==> src/rtl/sd_spi_pkg.sv <==
package sd_spi_pkg;
  localparam int BYTE_W = 8;
  localparam logic [BYTE_W-1:0] IDLE_BYTE = 8'hFF;

  // write fields
  localparam int W_CTRL  = 14;
  localparam int W_FILT  = 13;
  localparam int W_XCVR  = 12;
  localparam int W_FORCE = 11;
  localparam int W_DIV   = 10;
  localparam int W_ACK   = 9;
  localparam int W_DATA  = 8;

  typedef struct packed {
    logic filt;
    logic xcvr;
    logic force_clk;
  } ctrl_t;

  typedef struct packed {
    logic              det;
    logic              changed;
    logic              busy;
    logic              tx_rdy;
    logic              tx_empty;
    logic              rx_avail;
    logic              overrun;
    logic [BYTE_W-1:0] head;
  } status_t;
endpackage

==> src/rtl/sd_spi_fifo.sv <==
module sd_spi_fifo #(
  parameter int W     = 8,
  parameter int DEPTH = 4
) (
  input  logic         clk_i,
  input  logic         rst_ni,
  input  logic         push_i,
  input  logic [W-1:0] data_i,
  input  logic         pop_i,
  output logic [W-1:0] data_o,
  output logic         full_o,
  output logic         empty_o
);
  localparam int AW = $clog2(DEPTH);

  logic [W-1:0] mem [DEPTH];
  logic [AW:0]  wp, rp;

  assign full_o  = (wp[AW] != rp[AW]) && (wp[AW-1:0] == rp[AW-1:0]);
  assign empty_o = (wp == rp);
  assign data_o  = mem[rp[AW-1:0]];

  always_ff @(posedge clk_i or negedge rst_ni) begin
    if (!rst_ni) begin
      wp <= '0;
      rp <= '0;
    end else begin
      if (push_i) wp <= wp + 1'b1;
      if (pop_i)  rp <= rp + 1'b1;
    end
  end

  always_ff @(posedge clk_i) begin
    if (push_i) mem[wp[AW-1:0]] <= data_i;
  end

  a_r2_no_overflow: assert property (@(posedge clk_i) disable iff (!rst_ni)
    push_i |-> !full_o);
  a_r4_no_underflow: assert property (@(posedge clk_i) disable iff (!rst_ni)
    pop_i |-> !empty_o);
endmodule

==> src/rtl/sd_spi_engine.sv <==
module sd_spi_engine
  import sd_spi_pkg::*;
(
  input  logic              clk_i,
  input  logic              rst_ni,
  input  logic              xcvr_i,
  input  logic              force_i,
  input  logic [BYTE_W-1:0] div_i,
  input  logic              tx_avail_i,
  input  logic [BYTE_W-1:0] tx_byte_i,
  output logic              tx_pop_o,
  output logic              rx_valid_o,
  output logic [BYTE_W-1:0] rx_byte_o,
  output logic              idle_o,
  output logic              sck_o,
  output logic              mosi_o,
  input  logic              miso_i
);
  localparam int BW = $clog2(BYTE_W);

  logic              shifting;
  logic [BW-1:0]     bitn;
  logic [BYTE_W-1:0] tx_sr, rx_sr, cnt;
  logic              run, tick;

  assign run      = xcvr_i ? shifting : force_i;
  assign tick     = run && (cnt >= div_i);
  assign tx_pop_o = xcvr_i && !shifting && tx_avail_i;
  assign idle_o   = !shifting;
  assign mosi_o   = shifting ? tx_sr[BYTE_W-1] : 1'b1;

  always_ff @(posedge clk_i or negedge rst_ni) begin
    if (!rst_ni)   cnt <= '0;
    else if (tick || !run) cnt <= '0;
    else           cnt <= cnt + 1'b1;
  end

  always_ff @(posedge clk_i or negedge rst_ni) begin
    if (!rst_ni) begin
      shifting   <= 1'b0;
      bitn       <= '0;
      tx_sr      <= IDLE_BYTE;
      rx_sr      <= '0;
      rx_byte_o  <= '0;
      rx_valid_o <= 1'b0;
      sck_o      <= 1'b0;
    end else begin
      rx_valid_o <= 1'b0;
      if (!xcvr_i) begin
        shifting <= 1'b0;
        if (!force_i)  sck_o <= 1'b0;
        else if (tick) sck_o <= ~sck_o;
      end else if (!shifting) begin
        shifting <= 1'b1;
        bitn     <= '0;
        sck_o    <= 1'b0;
        tx_sr    <= tx_avail_i ? tx_byte_i : IDLE_BYTE;
      end else if (tick) begin
        if (!sck_o) begin
          sck_o <= 1'b1;
          rx_sr <= {rx_sr[BYTE_W-2:0], miso_i};
        end else begin
          sck_o <= 1'b0;
          if (bitn == BW'(BYTE_W-1)) begin
            shifting   <= 1'b0;
            rx_valid_o <= 1'b1;
            rx_byte_o  <= rx_sr;
          end else begin
            bitn  <= bitn + 1'b1;
            tx_sr <= {tx_sr[BYTE_W-2:0], 1'b1};
          end
        end
      end
    end
  end

  a_r3_no_rx_when_off: assert property (@(posedge clk_i) disable iff (!rst_ni)
    !xcvr_i |=> !rx_valid_o);
  a_r7_sck_holds_between_ticks: assert property (@(posedge clk_i) disable iff (!rst_ni)
    (run && !tick) |=> $stable(sck_o));
  a_r2_mosi_stable_high_sck: assert property (@(posedge clk_i) disable iff (!rst_ni)
    (xcvr_i && shifting && !sck_o && tick) |=> $stable(mosi_o));
endmodule

==> src/rtl/sd_spi_host.sv <==
module sd_spi_host
  import sd_spi_pkg::*;
#(
  parameter int              TX_DEPTH = 4,
  parameter int              RX_DEPTH = 4,
  parameter logic [7:0]      DIV_RST  = 8'd3
) (
  input  logic        clk_i,
  input  logic        rst_ni,
  input  logic        wr_en_i,
  input  logic [31:0] wdata_i,
  output logic [31:0] rdata_o,
  input  logic        card_det_i,
  output logic        sck_o,
  output logic        mosi_o,
  input  logic        miso_i,
  output logic        cs_no
);
  localparam int STAT_W = $bits(status_t);

  ctrl_t             ctrl;
  logic [BYTE_W-1:0] div_q;
  logic              ovr_q, chg_q, busy_q, busy_s;
  logic [2:0]        det_s;

  logic              cw, tx_push, rx_pop, rx_keep, rx_push, det_edge;
  logic              tx_full, tx_empty, rx_full, rx_empty;
  logic              tx_pop, rx_valid, eng_idle;
  logic [BYTE_W-1:0] tx_head, rx_head, rx_byte;
  status_t           st;

  assign cw       = wr_en_i && wdata_i[W_CTRL];
  assign tx_push  = wr_en_i && wdata_i[W_DATA] && !tx_full;
  assign rx_pop   = wr_en_i && wdata_i[W_ACK] && !rx_empty;
  assign rx_keep  = rx_valid && !(ctrl.filt && rx_byte == IDLE_BYTE);
  assign rx_push  = rx_keep && !rx_full;
  assign det_edge = det_s[1] ^ det_s[2];
  assign cs_no    = !ctrl.xcvr;

  always_ff @(posedge clk_i or negedge rst_ni) begin
    if (!rst_ni) begin
      ctrl  <= '0;
      div_q <= DIV_RST;
      ovr_q <= 1'b0;
      chg_q <= 1'b0;
    end else begin
      if (wr_en_i && wdata_i[W_DIV]) div_q <= wdata_i[BYTE_W-1:0];
      if (cw) begin
        ctrl  <= '{filt: wdata_i[W_FILT], xcvr: wdata_i[W_XCVR],
                   force_clk: wdata_i[W_FORCE]};
        ovr_q <= 1'b0;
        chg_q <= 1'b0;
      end else begin
        if (rx_valid && ctrl.filt && rx_byte != IDLE_BYTE) ctrl.filt <= 1'b0;
        if (rx_keep && rx_full) ovr_q <= 1'b1;
        if (det_edge) chg_q <= 1'b1;
      end
    end
  end

  // card detect sync and busy sampling
  always_ff @(posedge clk_i or negedge rst_ni) begin
    if (!rst_ni) begin
      det_s  <= '0;
      busy_s <= 1'b0;
      busy_q <= 1'b0;
    end else begin
      det_s  <= {det_s[1:0], card_det_i};
      busy_s <= ~miso_i;
      if (eng_idle) busy_q <= busy_s;
    end
  end

  sd_spi_fifo #(.W(BYTE_W), .DEPTH(TX_DEPTH)) u_tx_fifo (
    .clk_i, .rst_ni,
    .push_i (tx_push), .data_i (wdata_i[BYTE_W-1:0]),
    .pop_i  (tx_pop),  .data_o (tx_head),
    .full_o (tx_full), .empty_o(tx_empty)
  );

  sd_spi_fifo #(.W(BYTE_W), .DEPTH(RX_DEPTH)) u_rx_fifo (
    .clk_i, .rst_ni,
    .push_i (rx_push), .data_i (rx_byte),
    .pop_i  (rx_pop),  .data_o (rx_head),
    .full_o (rx_full), .empty_o(rx_empty)
  );

  sd_spi_engine u_engine (
    .clk_i, .rst_ni,
    .xcvr_i     (ctrl.xcvr),
    .force_i    (ctrl.force_clk),
    .div_i      (div_q),
    .tx_avail_i (!tx_empty),
    .tx_byte_i  (tx_head),
    .tx_pop_o   (tx_pop),
    .rx_valid_o (rx_valid),
    .rx_byte_o  (rx_byte),
    .idle_o     (eng_idle),
    .sck_o, .mosi_o, .miso_i
  );

  always_comb begin
    st.det      = det_s[1];
    st.changed  = chg_q;
    st.busy     = busy_q;
    st.tx_rdy   = !tx_full;
    st.tx_empty = tx_empty;
    st.rx_avail = !rx_empty;
    st.overrun  = ovr_q;
    st.head     = rx_empty ? '0 : rx_head;
    rdata_o     = {{(32-STAT_W){1'b0}}, st};
  end

  a_r6_overrun_sets: assert property (@(posedge clk_i) disable iff (!rst_ni)
    (rx_keep && rx_full && !cw) |=> rdata_o[8]);
  a_r6_overrun_clears: assert property (@(posedge clk_i) disable iff (!rst_ni)
    cw |=> !rdata_o[8]);
  a_r5_filter_self_clears: assert property (@(posedge clk_i) disable iff (!rst_ni)
    (rx_valid && ctrl.filt && rx_byte != IDLE_BYTE && !cw) |=> !ctrl.filt);
  a_r5_filter_drops_idle: assert property (@(posedge clk_i) disable iff (!rst_ni)
    (rx_valid && ctrl.filt && rx_byte == IDLE_BYTE) |-> !rx_push);
  a_r10_change_flag: assert property (@(posedge clk_i) disable iff (!rst_ni)
    (det_edge && !cw) |=> rdata_o[13]);
  a_r3_cs_follows_xcvr: assert property (@(posedge clk_i) disable iff (!rst_ni)
    (cw && wdata_i[W_XCVR]) |=> !cs_no);
  a_r9_no_ctrl_without_cw: assert property (@(posedge clk_i) disable iff (!rst_ni)
    (wr_en_i && !wdata_i[W_CTRL]) |=> $stable(cs_no));
endmodule

==> config.mk <==
export PLATFORM = sky130hd
export DESIGN_NAME = sd_spi_host
export DESIGN_NICKNAME = d
export VERILOG_FILES = /design/src/rtl/sd_spi_pkg.sv /design/src/rtl/sd_spi_fifo.sv /design/src/rtl/sd_spi_engine.sv /design/src/rtl/sd_spi_host.sv
export SDC_FILE = /design/constraint.sdc
export NUM_CORES = 1
export LEC_CHECK = 0
export ABC_AREA = 0
export CORE_MARGIN = 2
export CORE_UTILIZATION = 45
export DETAILED_ROUTE_END_ITERATION = 10
export GPL_ROUTABILITY_DRIVEN = 0
export PLACE_DENSITY = 0.67
export SLEW_MARGIN = 15
export SYNTH_ARGS = -nofsm -noshare
export SYNTH_HDL_FRONTEND = slang
export SYNTH_SLANG_ARGS = --single-unit
==> constraint.sdc <==
create_clock -name clk_i -period 6.69 [get_ports clk_i]
set_input_delay 1.338 -clock clk_i [delete_from_list [all_inputs] [get_ports clk_i]]
set_output_delay 1.338 -clock clk_i [all_outputs]
set_load 0.1 [all_outputs]
Yosys cells after proc, flatten, opt, wreduce, memory -nomap -nowiden
Memories as Yosys holds them, arrays and structs flattened.
Cells that the tools add are included.
{"block": "word_totals", "out_inout_bits": 35, "memories": 2, "mem_bits_rw": 64, "in_bits": 37, "ff_bits": 68}
{"block": "op_classes", "n_eq_ne": 14, "muxes": 39, "reduce_logical": 33, "magnitude_cmp": 1, "bitwise_logic": 3, "n_addsub": 6}
{"memory": "u_rx_fifo.mem", "depth": 4, "word_bits": 8, "read_ports": 1, "rd_clocked_by_memory_dff": 0, "write_ports": 1, "line": "sd_spi_fifo.sv:16", "text": "logic [W-1:0] mem [DEPTH];"}
{"memory": "u_tx_fifo.mem", "depth": 4, "word_bits": 8, "read_ports": 1, "rd_clocked_by_memory_dff": 0, "write_ports": 1, "line": "sd_spi_fifo.sv:16"}
{"cell": "two-way mux 8 bit", "count": 7}
{"cell": "two-way mux 1 bit", "count": 28}
{"cell": "logical AND 1 bit", "count": 17}
{"cell": "adder 3 x 1 -> 3 bit, second input constant", "count": 5}
{"cell": "two-way mux 3 bit", "count": 4}
{"cell": "adder 8 x 1 -> 8 bit, second input constant", "count": 1}
{"cell": "== test 8 bit, second input constant", "count": 1}
{"cell": "greater-or-equal comparator 8 bit", "count": 1}
{"cell": "zero test 1 bit", "count": 8}
{"cell": "inequality test 8 bit, second input constant", "count": 1}
{"cell": "AND reduction 4 bit", "count": 2}
{"cell": "== test 3 bit", "count": 2}
{"cell": "nonzero test 2 bit", "count": 3}
{"cell": "AND reduction 5 bit", "count": 1}
{"cell": "== test 2 bit", "count": 2}
{"cell": "inequality test 2 bit, second input constant", "count": 2}
{"cell": "== test 3 bit, second input constant", "count": 1}
{"cell": "inequality test 3 x 1 -> 1 bit, second input constant", "count": 1}
{"cell": "inequality test 3 bit, second input constant", "count": 1}
{"cell": "inequality test 1 bit", "count": 2}
{"cell": "inequality test 2 x 1 -> 1 bit, second input constant", "count": 1}
{"cell": "NOT 1 bit", "count": 2}
{"cell": "AND reduction 2 bit", "count": 1}
{"cell": "logical OR 1 bit", "count": 1}
{"cell": "bitwise XOR 1 bit", "count": 1}

Logic depth before layout (Yosys ltp)
{"block": "depth", "word_depth": 7, "mapped_depth": 9}

By module
From an unflattened synthesis, not the netlist that was laid out.
{"block": "unflattened", "cells_unflattened": 406, "area_unflattened_um2": 5860.6}
{"module": "sd_spi_fifo", "instances": 2, "cells_each": 72, "area_each_um2": 1500.2}
{"module": "sd_spi_engine", "instances": 1, "cells_each": 180, "area_each_um2": 1940.6}
{"module": "sd_spi_host", "instances": 1, "cells_each": 82, "area_each_um2": 919.6}

Worst setup path after synthesis
No wires, ideal clock.
{"block": "synth_path", "kind": "register -> output", "from": "register u_rx_fifo.rp[0]", "to": "output port rdata_o[0]", "path_slack_ns": 2.660, "arrival_time_ns": 2.692, "path_buffers": 2, "stages_incl_launch_ff": 7, "cell_sequence": "dfrtp_1 > buf_4 > xor2_1 > nor2_1 > nand2_1 > clkbuf_1 > and2_1"}
{"block": "synth_via", "elab_chain_len": 2, "elab_cells_between_ends": 3}
{"element": "from (decl)", "line": "sd_spi_fifo.sv:17", "text": "logic [AW:0] wp, rp;"}
{"element": "from (signal assigned)", "line": "sd_spi_fifo.sv:29", "text": "if (pop_i) rp <= rp + 1'b1;"}
{"element": "memory read (4 x 8 bit) or == test 3 bit (tied branches)"}
{"element": "two-way mux 8 bit *", "line": "sd_spi_host.sv:110", "text": "st.head = rx_empty ? '0 : rx_head;"}
{"element": "to (decl)", "line": "sd_spi_host.sv:12", "text": "output logic [31:0] rdata_o,"}
Mark *: on every way between the ends. The rest lies on a longest branch, timed or not.

Worst setup path in the final report
{"block": "layout_path", "from": "register u_tx_fifo.rp[0]", "to": "output port rdata_o[10]"}
{"block": "layout_via", "elab_chain_len": 1}
{"element": "from (decl)", "line": "sd_spi_fifo.sv:17"}
{"element": "from (signal assigned)", "line": "sd_spi_fifo.sv:29"}
{"element": "== test 3 bit", "line": "sd_spi_fifo.sv:20", "text": "assign empty_o = (wp == rp);"}
Every way passes these cells.

==> summary.txt <==
die outline area: 0.01382 mm^2
number of instances on the worst hold path: 0
final antenna-violating net count: 0
critical register-to-register path startpoint: u_rx_fifo.rp[0]
mapped cell area: 0.005803 mm^2
final setup violating endpoints: 0
r2r worst-path depth: 4
worst min-delay path startpoint: det_s[0]
remaining routing DRC violations: 0
GRT Util Overall: 15.71%
final setup skew: 0.006921 ns
share of the cycle needed by the critical path after routing: 66.46%
status: finished clean
largest delay contributor family on the critical path: buffers and inverters
number of buffers inserted during clock tree synthesis: 17
FF+latch count, synth: 132
cells along the critical path: xor2_1 -> nor3b_2 -> clkdlybuf4s50_1
chip height: 117.6 um
vias in the first global route: 3246
share of the core filled with cells in the final layout: 54.41%
detailed-routing iteration count for the pre-antenna-repair pass: 4
Worst Setup Start Kind: flip-flop
unrepaired setup endpoints after global routing: no
floorplan die width: 117.6 um
worst-skew pair later-pin latency: 0.42 ns
num rows: 41
Initial Util: 45.98%
Wirelength per Cell: 15.81 um
number of nets in the layout: 496
initial antenna violation count: 0
violation count after the first detailed-routing iteration: 119
count of buffering cells on the critical path with inverters included: 1
first-pass GRT wire length: 16440 um
actual slew at the worst max-slew pin: 0.9744 ns
number of levels the H-tree was split into: 4
Hold Buf Count CTS: 0
Critical Path Sink Type: output port
IO Pins: 72
number of vias per cell: 5.024
ANT cells: 0
fraction of layout instances using a drive strength above 1: 20.62%
predominant post-synthesis flop cell: edfxtp_1
sequential element share of the synthesized area: 62.66%
grt total ovfl: 0
count of final max-slew check failures: 0
pin count of the biggest net entering global routing: 69
reg-to-reg slack, setup: 4.11 ns
highest clock rate: 0.2249 GHz
detailed placement HPWL: 6821 um
required arrival time at the worst endpoint: 5.35 ns
CTS Buffer Depth: 2
Vias: 3130
count of flip-flops with a built-in enable after synthesis: 64
post-cts repair resize count: 0
average cell area after synthesis: 14.65 um^2
clk sinks: 132
capture endpoint of the worst hold path: det_s[1]
synthesis warning total: 0
Power, Total: 2.497 mW
core outline area: 0.01262 mm^2
buffers inserted during post-CTS setup optimization: 0
endpoint of the lowest-slack register-to-register path: u_rx_fifo.mem[3][6]
share of flip-flops with an asynchronous set or reset: 51.52%
Worst path max stage delay: 1.23 ns
worst hold-check path type: reg2reg
CTS tree: done
arrival time reported for the critical path endpoint: 3.11 ns
worst setup path class: reg2out
highest fanout seen on the critical path: 11
number of hold violations in the final report: 0
Slowest-stage cell, CP: clkdlybuf4s50_1
buffer cell driving the clock tree root: clkbuf_16
Buffers on Ports: 37
hold slack final: 0.3451 ns
count of maximum capacitance violations: 0
total leakage power: 2.699 nW
minimum setup slack after placement: 2.650 ns
peak supply drop: 260.9 uV
P&R area growth vs syn: 18.33%
Routed WL: 9849 um
post-synthesis cell type count: 40
Power Density: 363.7 mW/mm^2
time the final worst path needs with I/O delays and setup: 4.446 ns
clock slew at reported path FFs: 0.05 ns
worst rel slew slack: 34.83%
post-layout worst setup margin: 2.244 ns
Synth Instances: 396
setup_tns: 0 ns
## flip-flops by register name, indices dropped and copies added, names as in the netlist, 8 cells and up
signal and cells:
u_engine.cnt 8, div_q 8, u_engine.rx_sr 8, u_tx_fifo.mem 32, u_engine.rx_byte_o 8, u_engine.tx_sr 8
u_rx_fifo.mem 32
## how the worst max path moves through the flow
stage,startpoint,end,slack (ns),cells past startpoint
after detailed placement,u_tx_fifo.rp[0],rdata_o[10],2.65,3
final,u_tx_fifo.rp[0],rdata_o[10],2.24,3
after global placement,u_tx_fifo.rp[0],rdata_o[10],2.68,3
after floorplan,u_rx_fifo.rp[0],rdata_o[0],2.66,6
after CTS,u_tx_fifo.rp[0],rdata_o[10],2.19,3
after global routing,u_tx_fifo.rp[0],rdata_o[10],2.04,3
## power by group
group          switching [mW]  internal (mW)  total, mW
logic                   0.303          0.182      0.485
registers              0.0860          0.957       1.04
clock network           0.336          0.633      0.969
total                   0.725           1.77       2.50
## final cells by class
cell class	count	area (um^2)
Clock inverter	12	178.9
Multi-Input combinational cell	228	1938
Sequential cell	132	3636
Fill cell	1066	5753
Timing Repair Buffer	38	372.9
Clock buffer	20	446.7
Inverter	21	78.83
Tap cell	172	215.2
## per-layer routing
layer	up-vias	track usage (%)	share of wire (%)
li1	1475	-	-
met1	1565	19.18	44
met2	76	25.73	50
met3	14	5.281	4.4
met4	0	6.476	1.7
met5	-	0	0
## kinds of logic after synthesis
| kind of cell | count (synthesis) | share of synthesized area (%) |
|---|---|---|
| compound gates | 46 | 5.434 |
| xor+xnor | 22 | 3.320 |
| fa+ha+maj | 21 | 4.528 |
| buf+inv | 52 | 4.980 |
| flops | 132 | 62.66 |
| mux | 45 | 11.84 |
| other cells | 1 | 0.06462 |
| simple gates | 77 | 7.180 |
## worst register-to-register path, stage by stage, from the launching register on
cell and delay (ns):
dfrtp_1 0.76, xor2_1 0.24, nor3_1 0.09, a211oi_1 0.60
and2_1 0.54
## through the flow
stage | std cells | area [um^2]
after floorplan | 412 | 5863
after global placement | 591 | 6241
after detailed placement | 591 | 6241
after CTS | 623 | 6867
after global routing | 623 | 6867
final | 623 | 6867
## placed cells by master, fill, tap and decap left out, drive strengths merged, types with 4 or more instances in the layout
master         count
a211o              4
a21oi              8
and2              16
and3               4
bufinv             4
clkbuf            20
clkdlybuf4s50     36
clkinv             4
conb              17
dfrtp             58
dfstp             10
edfxtp            64
ha                21
inv               22
mux2              29
mux4              16
nand2             20
nand3              8
nor2              15
nor3               4
o211ai             7
o21ai             14
xnor2              9
xor2              13
## synthesized netlist by cell type, types with 4 or more instances
cell type | n | area [um^2]
edfxtp_1 | 64 | 1922
o211ai_1 | 7 | 52.55
mux2_2 | 29 | 326.6
mux4_2 | 16 | 360.4
xor2_1 | 13 | 113.9
dfstp_2 | 10 | 262.8
dfrtp_1 | 58 | 1451
ha_1 | 21 | 262.8
and3_1 | 4 | 25.02
clkbuf_1 | 4 | 15.01
a211o_1 | 4 | 35.03
o21ai_0 | 14 | 70.07
nand3_1 | 8 | 40.04
xnor2_1 | 9 | 78.83
nand2_1 | 20 | 75.07
nor2_1 | 15 | 56.30
buf_4 | 24 | 180.2
and2_1 | 16 | 100.1
inv_1 | 21 | 78.83
a21oi_1 | 8 | 40.04
(Power assumes the default switching activity.)
